**src/rtl/adaptive_sample_ctrl_pkg.sv**
```systemverilog
package adaptive_sample_ctrl_pkg;

    typedef enum logic [2:0] {
        ST_LOW     = 3'd0,
        ST_TO_HIGH = 3'd1,
        ST_HIGH    = 3'd2,
        ST_HOLD    = 3'd3,
        ST_TO_LOW  = 3'd4
    } asc_state_t;

endpackage

```
**src/rtl/asc_flag_sync.sv**
```systemverilog
module asc_flag_sync #(
    parameter int WIDTH  = 2,
    parameter int STAGES = 2
) (
    input  logic             clk,
    input  logic             rst_n,
    input  logic [WIDTH-1:0] din,
    output logic [WIDTH-1:0] dout
);

    logic [STAGES-1:0][WIDTH-1:0] pipe;

    generate
        if (STAGES == 1) begin : g_single
            always_ff @(posedge clk or negedge rst_n) begin
                if (!rst_n) pipe <= '0;
                else        pipe <= din;
            end
        end else begin : g_chain
            always_ff @(posedge clk or negedge rst_n) begin
                if (!rst_n) pipe <= '0;
                else        pipe <= {pipe[STAGES-2:0], din};
            end
        end
    endgenerate

    assign dout = pipe[STAGES-1];

endmodule

```
**src/rtl/asc_mode_fsm.sv**
```systemverilog
module asc_mode_fsm
    import adaptive_sample_ctrl_pkg::*;
#(
    parameter int HOLD_W     = 8,
    parameter int GAP_CYCLES = 2
) (
    input  logic              clk,
    input  logic              rst_n,
    input  logic              any_flag,
    input  logic              samp_tick,
    input  logic [HOLD_W-1:0] holdoff,
    output logic              hs_en,
    output logic              gate_slow,
    output logic              gate_fast,
    output logic              div_clear
);

    localparam int GAP_W = (GAP_CYCLES < 2) ? 1 : $clog2(GAP_CYCLES);
    localparam logic [GAP_W-1:0] GAP_LAST = GAP_W'(GAP_CYCLES - 1);

    asc_state_t        state, state_n;
    logic [GAP_W-1:0]  gap_cnt;
    logic [HOLD_W-1:0] hold_cnt;
    logic              in_gap;
    logic              gap_done;

    assign in_gap   = (state == ST_TO_HIGH) || (state == ST_TO_LOW);
    assign gap_done = (gap_cnt == GAP_LAST);

    // next-state decision
    always_comb begin
        state_n = state;
        unique case (state)
            ST_LOW:     if (any_flag) state_n = ST_TO_HIGH;
            ST_TO_HIGH: if (gap_done) state_n = ST_HIGH;
            ST_HIGH:    if (!any_flag) state_n = ST_HOLD;
            ST_HOLD: begin
                if (any_flag)              state_n = ST_HIGH;
                else if (hold_cnt == '0)   state_n = ST_TO_LOW;
            end
            ST_TO_LOW:  if (gap_done) state_n = ST_LOW;
            default:    state_n = ST_LOW;
        endcase
    end

    // state register with gap and hold-off counters
    always_ff @(posedge clk or negedge rst_n) begin
        if (!rst_n) begin
            state    <= ST_LOW;
            gap_cnt  <= '0;
            hold_cnt <= '0;
        end else begin
            state <= state_n;
            if (state_n != state)  gap_cnt <= '0;
            else if (in_gap)       gap_cnt <= gap_cnt + 1'b1;
            if (state != ST_HOLD)
                hold_cnt <= holdoff;
            else if (samp_tick && (hold_cnt != '0))
                hold_cnt <= hold_cnt - 1'b1;
        end
    end

    // Moore outputs
    always_comb begin
        hs_en     = 1'b0;
        gate_slow = 1'b0;
        gate_fast = 1'b0;
        unique case (state)
            ST_LOW:     gate_slow = 1'b1;
            ST_TO_HIGH: hs_en     = 1'b1;
            ST_HIGH: begin
                hs_en     = 1'b1;
                gate_fast = 1'b1;
            end
            ST_HOLD: begin
                hs_en     = 1'b1;
                gate_fast = 1'b1;
            end
            ST_TO_LOW:  hs_en     = 1'b0;
            default:    gate_slow = 1'b1;
        endcase
    end

    assign div_clear = in_gap;

endmodule

```
**src/rtl/asc_divider.sv**
```systemverilog
module asc_divider #(
    parameter int DIV_W = 8
) (
    input  logic             clk,
    input  logic             rst_n,
    input  logic             clear,
    input  logic             tick_in,
    input  logic [DIV_W-1:0] div_k,
    output logic             samp_tick,
    output logic             samp_clk
);

    logic [DIV_W-1:0] k_eff;
    logic [DIV_W-1:0] k_last;
    logic [DIV_W-1:0] k_half;
    logic [DIV_W-1:0] cnt;
    logic [DIV_W-1:0] cnt_inc;

    assign k_eff   = (div_k == '0) ? DIV_W'(1) : div_k;
    assign k_last  = k_eff - 1'b1;
    assign k_half  = k_eff >> 1;
    assign cnt_inc = cnt + 1'b1;

    always_ff @(posedge clk or negedge rst_n) begin
        if (!rst_n) begin
            cnt       <= '0;
            samp_tick <= 1'b0;
            samp_clk  <= 1'b0;
        end else if (clear) begin
            cnt       <= '0;
            samp_tick <= 1'b0;
            samp_clk  <= 1'b0;
        end else begin
            samp_tick <= 1'b0;
            if (tick_in) begin
                if (cnt >= k_last) begin
                    cnt       <= '0;
                    samp_tick <= 1'b1;
                    samp_clk  <= 1'b1;
                end else begin
                    cnt <= cnt_inc;
                    if (cnt_inc == k_half) samp_clk <= 1'b0;
                end
            end
        end
    end

endmodule

```
**src/rtl/adaptive_sample_ctrl.sv**
```systemverilog
module adaptive_sample_ctrl #(
    parameter int SYNC_STAGES = 2,
    parameter int GAP_CYCLES  = 2,
    parameter int DIV_W       = 8,
    parameter int HOLD_W      = 8
) (
    input  logic              clk,
    input  logic              rst_n,
    input  logic              cmp_droop,
    input  logic              cmp_over,
    input  logic              slow_tick,
    input  logic              fast_tick,
    input  logic [DIV_W-1:0]  div_k,
    input  logic [HOLD_W-1:0] holdoff,
    output logic              hs_en,
    output logic              samp_tick,
    output logic              samp_clk
);

    logic [1:0] flags_s;
    logic       any_flag;
    logic       gate_slow;
    logic       gate_fast;
    logic       div_clear;
    logic       sel_tick;

    asc_flag_sync #(
        .WIDTH  (2),
        .STAGES (SYNC_STAGES)
    ) u_sync (
        .clk   (clk),
        .rst_n (rst_n),
        .din   ({cmp_over, cmp_droop}),
        .dout  (flags_s)
    );

    assign any_flag = |flags_s;

    asc_mode_fsm #(
        .HOLD_W     (HOLD_W),
        .GAP_CYCLES (GAP_CYCLES)
    ) u_fsm (
        .clk       (clk),
        .rst_n     (rst_n),
        .any_flag  (any_flag),
        .samp_tick (samp_tick),
        .holdoff   (holdoff),
        .hs_en     (hs_en),
        .gate_slow (gate_slow),
        .gate_fast (gate_fast),
        .div_clear (div_clear)
    );

    assign sel_tick = (slow_tick & gate_slow) | (fast_tick & gate_fast);

    asc_divider #(
        .DIV_W (DIV_W)
    ) u_div (
        .clk       (clk),
        .rst_n     (rst_n),
        .clear     (div_clear),
        .tick_in   (sel_tick),
        .div_k     (div_k),
        .samp_tick (samp_tick),
        .samp_clk  (samp_clk)
    );

endmodule

```
**config.mk**
```make
export PLATFORM = sky130hd
export DESIGN_NAME = adaptive_sample_ctrl
export DESIGN_NICKNAME = d
export VERILOG_FILES = /design/src/rtl/adaptive_sample_ctrl_pkg.sv /design/src/rtl/asc_flag_sync.sv /design/src/rtl/asc_mode_fsm.sv /design/src/rtl/asc_divider.sv /design/src/rtl/adaptive_sample_ctrl.sv
export SDC_FILE = /design/constraint.sdc
export NUM_CORES = 1
export LEC_CHECK = 0
export BUFFER_PORTS_ARGS = -buffer_cell sky130_fd_sc_hd__buf_4
export CAP_MARGIN = 10
export CORE_MARGIN = 2
export CORE_UTILIZATION = 55
export CTS_CLUSTER_DIAMETER = 200
export DETAILED_ROUTE_END_ITERATION = 16
export PLACE_DENSITY = 0.86
export SYNTH_ARGS = -nofsm -noshare
export SYNTH_HDL_FRONTEND = slang
export SYNTH_SLANG_ARGS = --single-unit
```
**constraint.sdc**
```tcl
create_clock -name clk -period 3.1 [get_ports clk]
set_input_delay 0.155 -clock clk [delete_from_list [all_inputs] [get_ports clk]]
set_output_delay 0.155 -clock clk [all_outputs]
set_load 0.01 [all_outputs]
```
* Word level (Yosys, flattened, before mapping)
Cells that the tools add are included.
Operators by class: $add $sub $neg 4, order comparisons 1, equal/unequal tests 7, mux-type cells 25, bitwise gates (word level) 3, reductions and logical operators 15
Operators with widths (count):
- $mux W8 | 6
- $mux W3 | 6
- $logic_not A8 Y1 | 2
- $sub A8 B1 Y8 const B | 2
- $pmux W3 S5 | 1
- $mux W1 | 12
- $add A8 B1 Y8 const B | 1
- $eq A8 B7 Y1 | 1
- $ge A8 B8 Y1 | 1
- $reduce_bool A8 Y1 | 1
- $eq A3 B2 Y1 const B | 2
- $reduce_bool A2 Y1 | 3
- $reduce_or A2 Y1 | 2
- $reduce_or A4 Y1 | 1
- $eq A3 B1 Y1 const B | 1
- $eq A3 B3 Y1 const B | 1
- $logic_not A3 Y1 | 1
- $ne A3 B2 Y1 const B | 1
- $ne A3 B3 Y1 | 1
- $reduce_bool A3 Y1 | 1
- $reduce_or A3 Y1 | 1
- $and A1 B1 Y1 | 2
- $reduce_and A2 Y1 | 1
- $add A1 B1 Y1 const B | 1
- 3 further kinds | 3
Storage, ports and cells: register bits 26, word-level logic and storage cells 63

* Depth between registers and ports, before layout
depth in word-level cells 7, mapped depth 14

* Hierarchy
Synthesis repeated with hierarchy kept, for this count alone.
Second synthesis, totals: cells, all modules 208, area, all modules 1833.0 µm²
Modules (own cells, without submodules):
- asc_divider | instances 1, cells an instance 112, area each 942.2 µm²
- asc_mode_fsm | instances 1, cells an instance 88, area each 760.7 µm²
- asc_flag_sync | instances 1, cells an instance 6, area each 115.1 µm²
- adaptive_sample_ctrl | instances 1, cells an instance 2, area each 15.0 µm²

* Worst setup path before layout
OpenSTA, ideal clock, no wires.
path type input to register, from input port div_k[3], to register u_div.samp_clk, data arrival time 2831 ps, required time 2969 ps, slack 138 ps, cell stages on the path 14, cell sequence buf_2 -> or4_1 -> nor2_1 -> a21oi_1 -> ha_1 -> nand2b_1 -> nor2_1 -> xnor2_1 -> ha_1 -> a21o_1 -> a221oi_1 -> o21ai_1 -> nor2b_2 -> or3_1
On the way: word-level cells in the longest chain between the ends 7
Ends and longest elaborated chain:
- start, declared | line adaptive_sample_ctrl.sv:13 | input logic [DIV_W-1:0] div_k,
- $logic_not A8 Y1 | line asc_divider.sv:19 | assign k_eff = (div_k == '0) ? DIV_W'(1) : div_k;
- $mux W8 * | line asc_divider.sv:19
- $sub A8 B1 Y8 | line asc_divider.sv:20 | assign k_last = k_eff - 1'b1;
- $ge A8 B8 Y1 | line asc_divider.sv:36 | if (cnt >= k_last) begin
- $mux W1 | line asc_divider.sv:36
- $mux W1 | line asc_divider.sv:35 | if (tick_in) begin
- $mux W1 | line asc_divider.sv:29 | end else if (clear) begin
- end signal, assigned | line asc_divider.sv:28 | samp_clk <= 1'b0;
- end signal, assigned | line asc_divider.sv:32 | samp_clk <= 1'b0;
- end signal, assigned | line asc_divider.sv:39 | samp_clk <= 1'b1;
- end, declared | line asc_divider.sv:10 | output logic samp_clk
Every way passes the cells marked *; elsewhere a longest branch is shown, timed or not. The select of a mux whose other input is x is not followed. A chain may end at the register's enable or synchronous reset.

* Worst setup path after layout
from input port div_k[6], to register u_div.cnt[3]
On the way: word-level cells in the longest chain between the ends 7
Ends and longest elaborated chain:
- $logic_not A8 Y1 | line asc_divider.sv:19
- $mux W8 * | line asc_divider.sv:19
- $sub A8 B1 Y8 * | line asc_divider.sv:20
- $ge A8 B8 Y1 * | line asc_divider.sv:36
- $mux W8 * | line asc_divider.sv:36
- $mux W8 * | line asc_divider.sv:35
- $mux W8 * | line asc_divider.sv:29
- end signal, assigned | line asc_divider.sv:41 | cnt <= cnt_inc;
- end, declared | line asc_divider.sv:16 | logic [DIV_W-1:0] cnt;
Marks and branches as above.

==> results.tsv <==
metric	value	unit
initial antenna violation count	0	
outcome	finished clean	
worst setup margin	0.313	ns
Total GRT Usage	22.0	%
most frequent cells in the layout	buf_4 (29), dfrtp_1 (26), nand2_1 (17)	
DIE AREA	3840	um2
CP startpoint kind	input pin	
setup TNS	0	ns
R2R setup slack	0.94	ns
final HPWL from detailed placement	2890	um
Synth Flop Type	dfrtp_1	
max-slew violations	0	
largest family of logic cells by synthesized area	simple AND/OR/NAND/NOR gates	
Max-cap violations	0	
CP Capture Type	register	
crit path to	u_div.cnt[3]	
Initial Util	56.3	%
simple-gate share of the synthesized area	25.5	%
Critical Path Source	div_k[6]	
final setup vio count	0	
worst slew pin tran	0.518	ns
Mean Syn Cell Area	9.29	um2
Syn Nets	233	
P_leak	0.949	nW
Cells after Synth	199	
final std cell area, no fill	2150	um2
clock buffer depth	2	
CTS hold repair buffers	3	
pin count of the biggest net entering global routing	27	
Core Area	3280	um2
R2R Path Start	u_div.cnt[4]	
layout overhead on the synthesized area	16.2	%
commonest non-fill, non-tap cell in the layout	buf_4	
number of synthesized flops with an enable pin	0	
Via-to-Cell Ratio	5.88	
Finished Layout Cells	273	
number of global-route vias before repair	1486	
terminus of the critical flop-to-flop path	u_div.cnt[3]	
Synth Area in Compound Gates	17.9	%
die height	62.0	um
GR Overflow Total	0	
pwr dens	610	nW/um2
first-pass GRT wire length	6250	um
Hold Slack	0.0427	ns
DRC Markers	0	
worst skew pair latency	0.31	ns
placed cell count	267	
maximum vdd drop	381	uV
IO Port Bufs	24	
XOR/XNOR Fraction of Synth Area	8.53	%
num ports	25	
HP Class	input pin to register	
CTS tree	done	
clk sink count	26	
adder-cell share of the synthesized area	8.12	%
Max Clock Skew	0.00336	ns
Arr. time, crit path	3.05	ns
Post-Syn Area	1850	um2
total CTS buffers	3	
Yosys warning total	0	
number of diodes	0	
RSZ-0062 raised after global routing	no	
wire per inst	13.9	um
Post-Place Cell Area	2090	um2
critical path class	input pin to register	
register bit total from synthesis	26	
Synth cell types	51	
max_slew headroom	65.4	%
Die Width	62.0	um
antenna-violating nets left	0	
fmax	0.359	GHz
DP Worst Slack	-0.0365	ns
root buffer cell	clkbuf_4	
endpoints failing hold	0	
reg2reg path depth	7	
Clk pin slew, worst setup/hold paths	0.13	ns
1st-pass router iterations	4	
H-Tree Depth	1	
Iteration-0 DRC Markers	32	
Via Count	1605	
Tmin final	2.79	ns
mux contribution to synthesized area	2.03	%
RD Place Congestion	0.871	
CP max FO	8	
fin crit share	89.9	%
share of cells above drive strength 1	19.4	%
fillers	282	
Placement Rows	21	
final WL	3800	um
critical path data required time	3.36	ns
register area share after synthesis	35.2	%
Synth async-reset ratio	100	%
Post-CTS Resized	0	
NumNets Final	263	
post-CTS setup buffers	0	
[logic make-up (layout without fill, tap and decap cells)]
logic type	after synthesis	count (layout)
AO/OA/AOI/OAI	45	45
XOR/XNOR	18	18
adder cells (fa/ha/maj)	12	12
buffers and inverters	13	41
flip-flops	26	26
multiplexers	3	3
AND/OR/NAND/NOR	82	82
[per-stage QoR]
| step | power, W | utilization [%] |
|---|---|---|
| global route | 0.00143 | 65.4 |
| CTS | 0.00132 | 65.4 |
| global placement | 0.00115 | 63.8 |
| finish | 0.00131 | 65.4 |
| detailed placement | 0.00117 | 63.8 |
| floorplan | 0.00101 | - |
[sequential cells by signal, summed over array words and instances (netlist names)]
register	cells
u_div.cnt	8
u_fsm.hold_cnt	8
u_fsm.state	3
u_sync.dout	2
u_sync.pipe	2
u_div.samp_clk	1
u_div.samp_tick	1
u_fsm.gap_cnt	1
[power by group]
part | leakage (nW) | switching [W] | internal [W] | total (W)
Sequential | 0.322 | 0.000166 | 0.000438 | 0.000605
Combinational | 0.613 | 0.000285 | 0.000283 | 0.000568
Clock | 0.0138 | 0.0000922 | 0.0000455 | 0.000138
Total | 0.949 | 0.000544 | 0.000767 | 0.00131
[worst max-delay path, cell delays in order]
cell,delay (ns)
buf_4,0.11
or4_1,0.53
nor2_1,0.13
a21oi_1,0.11
ha_1,0.22
nand2b_1,0.10
nor2_1,0.06
xnor2_1,0.12
ha_1,0.29
a21o_1,0.18
a221oi_1,0.27
o21ai_1,0.14
buf_4,0.16
nor2_2,0.26
a221o_1,0.22
[layer usage]
| layer | part of all wire [%] | global-route usage [%] | vias up | wire length [um] |
|---|---|---|---|---|
| met3 | 3.4 | 4.97 | 4 | 130 |
| met1 | 46 | 27.0 | 772 | 1730 |
| met4 | 0.71 | 7.29 | 0 | 27 |
| li1 | - | - | 796 | - |
| met5 | 0 | 0 | - | 0 |
| met2 | 50 | 38.1 | 33 | 1910 |
[cell type report]
type                            instances  area, um2  share of cell area, %
Tap cell                               46       57.6                   2.68
Timing Repair Buffer                   32        248                   11.5
Inverter                                6       22.5                   1.05
Clock buffer                            3       22.5                   1.05
Multi-Input combinational cell        160       1150                   53.4
Sequential cell                        26        651                   30.3
[worst min-delay path by stage]
| stage | depth (start not counted) | slack [ns] | endpoint | start |
|---|---|---|---|---|
| floorplan | 0 | -0.14 | u_div.cnt[0] | rst_n |
| global placement | 1 | 0.08 | u_fsm.hold_cnt[6] | rst_n |
| detailed placement | 1 | 0.08 | u_fsm.hold_cnt[6] | rst_n |
| CTS | 3 | 0.03 | u_fsm.hold_cnt[0] | holdoff[0] |
| global route | 3 | 0.02 | u_fsm.hold_cnt[6] | holdoff[6] |
| finish | 3 | 0.04 | u_fsm.hold_cnt[0] | holdoff[0] |
[synthesized netlist by cell type, drive strengths merged, types with 2 or more instances]
| cell type | n | area [um2] |
|---|---|---|
| or4 | 2 | 15.0 |
| a21oi | 3 | 15.0 |
| and2 | 4 | 25.0 |
| nor3 | 5 | 25.0 |
| a211oi | 3 | 35.0 |
| xnor2 | 13 | 114 |
| o211ai | 2 | 15.0 |
| a221o | 7 | 70.1 |
| clkbuf | 5 | 18.8 |
| a31oi | 5 | 31.3 |
| o21ai | 13 | 65.1 |
| o21a | 2 | 16.3 |
| nor3b | 3 | 22.5 |
| nor4 | 7 | 50.1 |
| nand4 | 2 | 12.5 |
| nand3b | 2 | 15.0 |
| inv | 6 | 22.5 |
| and3 | 3 | 18.8 |
| a21o | 3 | 22.5 |
| nand2b | 2 | 12.5 |
| buf | 2 | 10.0 |
| nand2 | 17 | 63.8 |
| nand3 | 6 | 30.0 |
| nor2 | 13 | 51.3 |
| nor4b | 3 | 32.5 |
| dfrtp | 26 | 651 |
| mux2 | 3 | 37.5 |
| xor2 | 5 | 43.8 |
| nor2b | 5 | 33.8 |
| ha | 12 | 150 |
| or3 | 2 | 12.5 |
| or2 | 2 | 12.5 |
(Power assumes the default switching activity.)
